## config.mk

```make
export PLATFORM = sky130hd
export DESIGN_NAME = cpprim_seq
export DESIGN_NICKNAME = d
export VERILOG_FILES = /design/src/rtl/cpprim_pkg.sv /design/src/rtl/cpprim_decode.sv /design/src/rtl/cpprim_step.sv /design/src/rtl/cpprim_scan.sv /design/src/rtl/cpprim_seq.sv
export SDC_FILE = /design/constraint.sdc
export NUM_CORES = 1
export LEC_CHECK = 0
export ABC_AREA = 1
export BUFFER_PORTS_ARGS = -buffer_cell sky130_fd_sc_hd__buf_2
export CAP_MARGIN = 20
export CORE_MARGIN = 2
export CORE_UTILIZATION = 50
export DETAILED_ROUTE_END_ITERATION = 8
export PLACE_DENSITY = 0.86
export SYNTH_ARGS = -nofsm -noshare
export SYNTH_HDL_FRONTEND = slang
export SYNTH_SLANG_ARGS = --single-unit
```

## constraint.sdc

```tcl
create_clock -name clk -period 5.15 [get_ports clk]
set_input_delay 0.7725 -clock clk [delete_from_list [all_inputs] [get_ports clk]]
set_output_delay 0.7725 -clock clk [all_outputs]
set_load 0.1 [all_outputs]
```

## src/rtl/cpprim_pkg.sv

```systemverilog
package cpprim_pkg;
  localparam int PRIM_W  = 16;
  localparam int CA_BIT  = 15;
  localparam int PC_BIT  = 14;
  localparam int TYPE_HI = 13;
  localparam int TYPE_LO = 8;
  localparam int TYPE_W  = TYPE_HI - TYPE_LO + 1;
  localparam int LEN_W   = 8;
  localparam int OPW_W   = 16;
  localparam int XFER_W  = 32;
  localparam int HALF_W  = XFER_W / 2;
  localparam int STEP_W  = 3;

  localparam logic [TYPE_W-1:0] CODE_ISTR = 6'b001111;
  localparam logic [TYPE_W-1:0] CODE_OPW  = 6'b001100;

  localparam logic SEL_OPW  = 1'b0;
  localparam logic SEL_OPND = 1'b1;

  typedef enum logic [1:0] {PK_OPW, PK_ISTR, PK_OTHER} prim_kind_e;
  typedef enum logic [1:0] {ST_IDLE, ST_FREQ, ST_FWAIT, ST_WRITE} seq_state_e;

  typedef struct packed {
    prim_kind_e       kind;
    logic [LEN_W-1:0] len;
    logic             illegal;
  } prim_dec_t;

  function automatic prim_dec_t decode_prim(input logic [PRIM_W-1:0] w,
                                            input logic cond);
    prim_dec_t d;
    logic [TYPE_W-1:0] code;
    code = w[TYPE_HI:TYPE_LO];
    d.len = w[LEN_W-1:0];
    if (code == CODE_ISTR)     d.kind = PK_ISTR;
    else if (code == CODE_OPW) d.kind = PK_OPW;
    else                       d.kind = PK_OTHER;
    d.illegal = 1'b0;
    if (d.kind != PK_OTHER && cond && !w[CA_BIT]) d.illegal = 1'b1;
    if (d.kind == PK_ISTR && d.len[0])            d.illegal = 1'b1;
    return d;
  endfunction
endpackage

```

## src/rtl/cpprim_decode.sv

```systemverilog
module cpprim_decode
  import cpprim_pkg::*;
(
  input  logic              clk,
  input  logic              rst,
  input  logic [PRIM_W-1:0] word,
  input  logic              cond_cat,
  output prim_dec_t         dec
);
  localparam logic [PRIM_W-1:0] PC_MASK = PRIM_W'(1) << PC_BIT;

  always_comb dec = decode_prim(word, cond_cat);

  // The PC flag must not reach any decoded field.
  always_ff @(posedge clk) begin
    if (!rst) begin
      assert_pc_ignored_R10: assert (decode_prim(word ^ PC_MASK, cond_cat) == dec)
        else $error("PC flag altered the decode");
    end
  end
endmodule

```

## src/rtl/cpprim_step.sv

```systemverilog
module cpprim_step
  import cpprim_pkg::*;
#(
  parameter bit USE_LONG = 1'b1
) (
  input  logic [LEN_W-1:0]  remain,
  output logic              item_long,
  output logic [STEP_W-1:0] item_bytes
);
  localparam logic [LEN_W-1:0] LONG_BYTES = LEN_W'(4);

  generate
    if (USE_LONG) begin : g_long
      always_comb item_long = (remain >= LONG_BYTES);
    end else begin : g_word
      always_comb item_long = 1'b0;
    end
  endgenerate

  always_comb item_bytes = item_long ? STEP_W'(4) : STEP_W'(2);
endmodule

```

## src/rtl/cpprim_scan.sv

```systemverilog
module cpprim_scan
  import cpprim_pkg::*;
#(
  parameter int AW = 32
) (
  input  logic              clk,
  input  logic              rst,
  input  logic              load,
  input  logic [AW-1:0]     load_val,
  input  logic              adv,
  input  logic [STEP_W-1:0] adv_bytes,
  output logic [AW-1:0]     ptr
);
  always_ff @(posedge clk) begin
    if (rst)       ptr <= '0;
    else if (load) ptr <= load_val;
    else if (adv)  ptr <= ptr + AW'(adv_bytes);
  end

  // The pointer only moves on a load or a fetch handshake.
  assert_scan_hold_R4: assert property (@(posedge clk) disable iff (rst)
    (!load && !adv) |=> $stable(ptr));
endmodule

```

## src/rtl/cpprim_seq.sv

```systemverilog
module cpprim_seq
  import cpprim_pkg::*;
#(
  parameter int AW       = 32,
  parameter bit USE_LONG = 1'b1
) (
  input  logic              clk,
  input  logic              rst,
  input  logic              prim_valid,
  output logic              prim_ready,
  input  logic [PRIM_W-1:0] prim_word,
  input  logic              cond_cat,
  input  logic [OPW_W-1:0]  op_word,
  input  logic [AW-1:0]     scan_in,
  output logic [AW-1:0]     scan_out,
  output logic              fr_valid,
  input  logic              fr_ready,
  output logic [AW-1:0]     fr_addr,
  output logic              fr_long,
  input  logic              fd_valid,
  input  logic [XFER_W-1:0] fd_data,
  output logic              wr_valid,
  input  logic              wr_ready,
  output logic              wr_sel,
  output logic              wr_long,
  output logic [XFER_W-1:0] wr_data,
  output logic              done,
  output logic              viol,
  output logic              unhandled
);
  seq_state_e        st_q;
  prim_dec_t         dec;
  logic [LEN_W-1:0]  rem_q;
  logic              item_long;
  logic [STEP_W-1:0] item_bytes;
  logic              wlong_q, wsel_q;
  logic [XFER_W-1:0] wdata_q;
  logic              done_q, viol_q, unh_q;
  logic              accept, fetch_hs;

  cpprim_decode u_decode (
    .clk      (clk),
    .rst      (rst),
    .word     (prim_word),
    .cond_cat (cond_cat),
    .dec      (dec)
  );

  cpprim_step #(.USE_LONG(USE_LONG)) u_step (
    .remain     (rem_q),
    .item_long  (item_long),
    .item_bytes (item_bytes)
  );

  always_comb begin
    accept   = prim_valid && (st_q == ST_IDLE);
    fetch_hs = (st_q == ST_FREQ) && fr_ready;
  end

  cpprim_scan #(.AW(AW)) u_scan (
    .clk       (clk),
    .rst       (rst),
    .load      (accept),
    .load_val  (scan_in),
    .adv       (fetch_hs),
    .adv_bytes (item_bytes),
    .ptr       (scan_out)
  );

  always_ff @(posedge clk) begin
    if (rst) begin
      st_q    <= ST_IDLE;
      rem_q   <= '0;
      wlong_q <= 1'b0;
      wsel_q  <= SEL_OPW;
      wdata_q <= '0;
      done_q  <= 1'b0;
      viol_q  <= 1'b0;
      unh_q   <= 1'b0;
    end else begin
      done_q <= 1'b0;
      viol_q <= 1'b0;
      unh_q  <= 1'b0;
      unique case (st_q)
        ST_IDLE: begin
          if (accept) begin
            if (dec.illegal) begin
              viol_q <= 1'b1;
            end else begin
              unique case (dec.kind)
                PK_OPW: begin
                  st_q    <= ST_WRITE;
                  rem_q   <= '0;
                  wsel_q  <= SEL_OPW;
                  wlong_q <= 1'b0;
                  wdata_q <= {{(XFER_W-OPW_W){1'b0}}, op_word};
                end
                PK_ISTR: begin
                  if (dec.len == '0) begin
                    done_q <= 1'b1;
                  end else begin
                    st_q  <= ST_FREQ;
                    rem_q <= dec.len;
                  end
                end
                default: unh_q <= 1'b1;
              endcase
            end
          end
        end
        ST_FREQ: begin
          if (fr_ready) begin
            st_q    <= ST_FWAIT;
            rem_q   <= rem_q - LEN_W'(item_bytes);
            wlong_q <= item_long;
            wsel_q  <= SEL_OPND;
          end
        end
        ST_FWAIT: begin
          if (fd_valid) begin
            st_q    <= ST_WRITE;
            wdata_q <= wlong_q ? fd_data
                               : {{(XFER_W-HALF_W){1'b0}}, fd_data[HALF_W-1:0]};
          end
        end
        ST_WRITE: begin
          if (wr_ready) begin
            if (rem_q == '0) begin
              st_q   <= ST_IDLE;
              done_q <= 1'b1;
            end else begin
              st_q <= ST_FREQ;
            end
          end
        end
        default: st_q <= ST_IDLE;
      endcase
    end
  end

  always_comb begin
    prim_ready = (st_q == ST_IDLE);
    fr_valid   = (st_q == ST_FREQ);
    fr_addr    = scan_out;
    fr_long    = item_long;
    wr_valid   = (st_q == ST_WRITE);
    wr_sel     = wsel_q;
    wr_long    = wlong_q;
    wr_data    = wdata_q;
    done       = done_q;
    viol       = viol_q;
    unhandled  = unh_q;
  end

  assert_idle_quiet_R1: assert property (@(posedge clk) disable iff (rst)
    prim_ready |-> (!fr_valid && !wr_valid));

  assert_fetch_hold_R8: assert property (@(posedge clk) disable iff (rst)
    (fr_valid && !fr_ready) |=> (fr_valid && $stable(fr_addr) && $stable(fr_long)));

  assert_write_hold_R8: assert property (@(posedge clk) disable iff (rst)
    (wr_valid && !wr_ready) |=>
      (wr_valid && $stable(wr_data) && $stable(wr_sel) && $stable(wr_long)));

  assert_one_pulse_R9: assert property (@(posedge clk) disable iff (rst)
    $onehot0({done, viol, unhandled}));

  assert_odd_len_R5: assert property (@(posedge clk) disable iff (rst)
    (prim_valid && prim_ready && prim_word[TYPE_HI:TYPE_LO] == CODE_ISTR
     && prim_word[0]) |=> (viol && !fr_valid && !wr_valid));

  assert_ca_cond_R6: assert property (@(posedge clk) disable iff (rst)
    (prim_valid && prim_ready && cond_cat && !prim_word[CA_BIT]
     && (prim_word[TYPE_HI:TYPE_LO] == CODE_ISTR
         || prim_word[TYPE_HI:TYPE_LO] == CODE_OPW)) |=> viol);
endmodule

```

**Word level (Yosys, flattened, before mapping)**

Index checks and enable logic that the tools add are counted.

- Input port bits: 103
- Register bits: 79

- Muxes and demuxes: 44
- Add/subtract/negate cells: 2
- Equal/unequal tests: 15
- Reduce and logical (&&, ||, !) cells: 20
- Magnitude comparators: 1
- Bitwise logic cells: 2

Operators by type and width:

| operator | count |
|---|---|
| $mux 32 | 7 |
| $pmux 32 s2 | 1 |
| $add 32x3->32 | 1 |
| $mux 8 | 4 |
| $pmux 8 s2 | 2 |
| $logic_not 8->1 | 2 |
| $mux 1 | 16 |
| $mux 2 | 8 |
| $eq 6x4->1 const B | 2 |
| $reduce_and 5->1 | 2 |
| $ge 8x3->1 const B | 1 |
| $ne 2x1->1 const B | 4 |
| $pmux 2 s4 | 1 |
| $sub 8x3->8 | 1 |
| $reduce_and 7->1 | 1 |
| $ne 2x2->1 const B | 3 |
| $pmux 1 s2 | 3 |
| $reduce_and 6->1 | 1 |
| $reduce_bool 2->1 | 3 |
| $logic_and 1x1->1 | 5 |
| $eq 2x1->1 const B | 2 |
| $eq 2x2->1 const B | 2 |
| $logic_not 2->1 | 2 |
| $pmux 2 s2 | 1 |
| other kinds (8) | 9 |

**Logic depth before layout (Yosys ltp)**

- Depth in word-level cells: 11
- Mapped depth: 18

**Cells and area by module**

Synthesis repeated with hierarchy kept, for this count alone.

- Cell total of the unflattened synthesis: 814
- Area, all modules: 5,191.2 µm²

Modules (own cells, without submodules):

| module | cells each | seq. area each (µm²) | times used | area each (µm²) |
|---|---|---|---|---|
| cpprim_seq | 417 | 940.9 | 1 | 2,755.1 |
| cpprim_scan | 361 | 640.6 | 1 | 2,250.9 |
| cpprim_decode | 26 | 0.0 | 1 | 138.9 |
| cpprim_step | 10 | 0.0 | 1 | 46.3 |

**Least setup slack after synthesis**

Ideal clock, no wire load.

- Path kind: flip-flop to flip-flop
- Start: reg rem_q[4]
- End: reg u_scan.ptr[13]
- Path slack: 1.543 ns
- Period minus slack after synthesis: 3.607 ns
- Stages on the path, launching flop included: 17
- Setup time: 0.116 ns
- Buffers on the path: 0
- Data arrival time: 3.491 ns
- Cell sequence: dfxtp_1 > nor2_1 > inv_1 > nor2_1 > nand3_1 > inv_1 > ha_1 > inv_1 > fa_1 > inv_1 > nand2_1 > nor2_1 > nand3_1 > o211ai_1 > nand2_1 > o21ai_0 > inv_1

- Cells in the longest elaborated chain, start to end: 5

RTL lines:

| what | line | source |
|---|---|---|
| start, declared | cpprim_seq.sv:33 | `logic [LEN_W-1:0] rem_q;` |
| start signal, assigned | cpprim_seq.sv:103 | `rem_q <= dec.len;` |
| start signal, assigned | cpprim_seq.sv:114 | `rem_q <= rem_q - LEN_W'(item_bytes);` |
| $ge 8x3->1 | cpprim_step.sv:14 | `always_comb item_long = (remain >= LONG_BYTES);` |
| net fr_long | cpprim_seq.sv:19 | `output logic fr_long,` |
| $mux 3 | cpprim_step.sv:20 | `always_comb item_bytes = item_long ? STEP_W'(4) : STEP_W'(2);` |
| $add 32x3->32 | cpprim_scan.sv:17 | `else if (adv) ptr <= ptr + AW'(adv_bytes);` |
| $mux 32 | cpprim_scan.sv:17 |  |
| $mux 32 | cpprim_scan.sv:16 | `else if (load) ptr <= load_val;` |
| end signal, assigned | cpprim_scan.sv:16 |  |
| end signal, assigned | cpprim_scan.sv:17 |  |
| end, declared | cpprim_scan.sv:12 | `output logic [AW-1:0] ptr` |

The timed path passes the listed nets, and every way through them passes these cells. The select of a mux whose other input is x is not followed.
A chain may end at the register's enable or synchronous reset.

**Worst setup path after layout**

- Start: reg st_q[1]
- End: reg u_scan.ptr[8]

- Cells in the longest elaborated chain, start to end: 3

RTL lines:

| what | line | source |
|---|---|---|
| start, declared | cpprim_seq.sv:31 | `seq_state_e st_q;` |
| start signal, assigned | cpprim_seq.sv:72 | `st_q <= ST_IDLE;` |
| start signal, assigned | cpprim_seq.sv:92 | `st_q <= ST_WRITE;` |
| start signal, assigned | cpprim_seq.sv:102 | `st_q <= ST_FREQ;` |
| $eq 2x1->1 or $logic_not 2->1 (tied branches) | cpprim_seq.sv:57, cpprim_seq.sv:56 |  |
| $logic_and 1x1->1 (on tied branches) | cpprim_seq.sv:57, cpprim_seq.sv:56 |  |
| $reduce_bool 2->1 (no line) or $mux 32 (tied branches) | n/a |  |

Parallel ways exist; a longest one is shown, timed or not.

==> results by group <==
Synth
  • Area contributors post-synth: dfxtp_1 (29%), nand2_1 (17%), nor2_1 (9.7%)
  • Post-Synth XOR/XNOR Area: 0.00326
  • Yosys cell types: 37
  • Largest family of logic cells by synthesized area: simple AND/OR/NAND/NOR gates
  • Largest area contributor in the netlist: dfxtp_1
  • Synth warnings: 0
  • Synth top area share: 0.294
  • Post-synthesis adder-cell area fraction: 0.0260
  • Mapped Cells: roughly 860
  • Netlist Area Pre-Place: 0.00538 mm^2
  • Synth Area in Compound Gates: 0.0793
  • Simple-Gate Fraction of Synth Area: 0.423
  • Multiplexer share of the synthesized area: 0.0298
  • Syn Area/Cell: 6.24 um^2
  • Syn Nets: 976
  • FF+latch count, synth: between 70 and 80
  • Sequential area share after synthesis: 0.294

STA
  • Min Hold Slack: 0.464 ns
  • Setup Viol. Count Final: 0
  • Tcrit/Tclk final: 0.617
  • Tightest Pin Transition: 1.10 ns
  • Max_slew headroom: 0.267
  • Setup TNS: 0 ns
  • Final count of hold timing violations: 0
  • Final setup margin: 1.97 ns
  • Clock Skew: between 0.01 and 0.015 ns
  • Unrepaired setup endpoints after global routing: no
  • Min Tclk post-route: approximately 3.2 ns
  • Fmax: 0.315 GHz
  • Pins Over Slew Limit: 0

Worst setup path
  • Reg-to-Reg Start: st_q[1]$_SDFFE_PP0P_
  • Worst Path Arrival: 3.43 ns
  • Worst Setup SP: st_q[1]$_SDFFE_PP0P_
  • Worst r2r path cells: 9
  • Critical path's slowest cell: nand2_1
  • CP Capture Type: flop
  • Critical R2R Capture: u_scan.ptr[8]$_SDFFE_PP0P_
  • CP max stage delay: around 0.76 ns
  • CP Max Fanout: 24
  • Critical Path Start Type: flop
  • Req. time, crit path: 5.40 ns
  • CP cell instances: inv_1 > ha_1 > nand2_1 > nand2_1 > inv_1 > nor2_1 > nand3_1 > o211ai_1 > a21oi_1
  • Reg2reg setup slack: 1.97 ns
  • Crit Path Class: reg -> reg

CTS
  • Clock transition at path regs: about 0.080 ns
  • CTS Buf Count: 9
  • Worst-skew pair later-pin latency: 0.36 ns
  • CTS tree: built
  • Post-CTS Hold Buffers: 0
  • Deepest clock path buffer count: 2
  • CTS H-Tree Depth: 3
  • Root buf cell: clkbuf_8
  • Post-CTS Setup Bufs: 0
  • CTS sink count: slightly below 80
  • Cts repair resizes: 0

Power
  • Leakage dissipation: 3.11 nW
  • Pwr dens: 483 mW/mm^2
  • Worst VDD drop: 0.299 mV
  • Clock Power Share: 0.141
  • Sw frac: 0.586
  • Total power: around 3.0 mW
  • Sequential share of power: 0.263
  • Sw Pwr: 1.78 mW
  • Internal: 1.26 mW
  • Combinational power share: 0.596

Route
  • Routed Antenna Nets: 0
  • Vias: ~5,900
  • Final wirelength: 15,500 um
  • DR WL/cell: 13.4 um
  • Vias per std cell: slightly above 5
  • Initial DRC count: 274
  • Pre-antenna DRT Iters: 5
  • Post-route DRC: 0

Floorplan
  • # IOs: between 200 and 250
  • Die H: roughly 110 um
  • Initial core utilization: 0.519
  • CORE AREA: 0.0104 mm^2
  • Die area: 0.0116 mm^2
  • Row count: 37
  • Die X: between 100 and 150 um

Finish
  • Fin area: 0.00630 mm^2
  • Share of layout cells above drive strength 1: 0.266
  • Util after Layout: 0.608
  • ANT cells: 0
  • Layout Cells excl Fill: 1,152
  • Area Overhead vs Synth: 17.1%
  • Final #Nets: between 1,000 and 1,500

Outcome
  • Status: finished clean

GRT
  • Global-route wire length before repair: 25,300 um
  • Initial antenna violation count: 0
  • Met1 usage: 0.317
  • Most used routing layer in global routing: met2
  • Vias in the first global route: 5,542
  • Met3 usage: 0.0569
  • Grt total ovfl: 0
  • M2 GR Usage: 0.485
  • Largest net degree at the start of global routing: 59
  • Overall Global Routing Usage: 0.273

Min path
  • Hold path start: wr_data[28]$_SDFFE_PP0P_
  • Worst min path class: reg -> reg
  • Hold Path Stages: 2
  • End of the worst hold path: wr_data[28]$_SDFFE_PP0P_

Placement
  • Gpl congestion: 0.963
  • IO buf count: 206
  • Hpwl dp: between 10,000 and 15,000 um
  • Placement Setup Slack: 2.06 ns
  • Placed cells: around 1,100
  • Placed inst area: 0.00613 mm^2

Flow run
  • Max-cap violations: 0
layer usage:
layer | vias up | routed length, um
li1 | 2987 | -
met1 | 2613 | 6090
met2 | 281 | 7560
met3 | 29 | 1410
met4 | 0 | 397
met5 | - | 0
synth_stat cells (all sizes together):
| cell | n |
|---|---|
| o31ai | 1 |
| dfxtp | 79 |
| o2111a | 1 |
| o21bai | 1 |
| o22ai | 1 |
| inv | 80 |
| nand2 | 245 |
| xor2 | 2 |
| a211oi | 1 |
| o21ai | 35 |
| clkinv | 2 |
| nor2 | 176 |
| a21oi | 26 |
| o211ai | 7 |
| buf | 57 |
| ha | 8 |
| nand4 | 4 |
| nor4 | 2 |
| nor3 | 7 |
| mux2i | 16 |
| nand3b | 9 |
| clkbuf | 11 |
| a31oi | 4 |
| nand3 | 84 |
| or2 | 2 |
| fa | 2 |
power groups by stage:
stage	sequential [mW]	combinational (mW)	clock, mW
2_1_floorplan	1.25	1.13	0
3_3_place_gp	0.806	1.79	0
3_5_place_dp	0.809	1.81	0
4_1_cts	0.796	1.81	0.436
5_1_grt	0.811	1.95	0.458
6_report	0.800	1.81	0.430
area by class of cell:
cell class / count / area, um^2
Fill cell: 1066 / 4070
Clock buffer: 12 / 165
Clock inverter: 1 / 5.00
Multi-Input combinational cell: 634 / 3020
Timing Repair Buffer: 208 / 1050
Tap cell: 136 / 170
Inverter: 82 / 310
Sequential cell: 79 / 1580
critical path: cells and delay by family, from the launching register on:
family	cells	cell delay (ns)
simple gates	4	1.49
compound gates	2	0.17
fa+ha+maj	1	0.39
buf+inv	2	0.64
flops	1	0.36
how the worst max path moves through the flow:
stage                                             end
after floorplan           u_scan.ptr[13]$_SDFFE_PP0P_
after global placement    u_scan.ptr[23]$_SDFFE_PP0P_
after detailed placement   u_scan.ptr[8]$_SDFFE_PP0P_
after CTS                  u_scan.ptr[8]$_SDFFE_PP0P_
after global routing      u_scan.ptr[21]$_SDFFE_PP0P_
final                      u_scan.ptr[8]$_SDFFE_PP0P_
cells in the final DEF, fill, tap and decap left out, drive strengths merged:
cell type / instances
xor2: 2
inv: 79
nor3: 7
fa: 2
nand3: 84
a31oi: 4
o22ai: 1
o21ai: 35
nand4: 4
nand2: 245
nand3b: 9
clkbuf: 12
dfxtp: 79
clkinv: 4
nor2: 176
o31ai: 1
o21bai: 1
a21oi: 26
mux2i: 16
ha: 8
nor4: 2
or2: 2
o211ai: 7
buf: 208
a211oi: 1
o2111a: 1
cells by family (layout without fill, tap and decap cells):
| family | Yosys count | after routing |
|---|---|---|
| adder cells (fa/ha/maj) | 10 | 10 |
| AO/OA/AOI/OAI | 77 | 77 |
| multiplexers | 16 | 16 |
| flip-flops | 79 | 79 |
| AND/OR/NAND/NOR | 529 | 529 |
| buffers and inverters | 150 | 303 |
| XOR/XNOR | 2 | 2 |
state kept, by name (all words and copies together), names as in the netlist:
name,count
done,1
rem_q,8
st_q,2
u_scan.ptr,32
unhandled,1
viol,1
wr_data,32
wr_long,1
wr_sel,1
(Power assumes the default switching activity.)
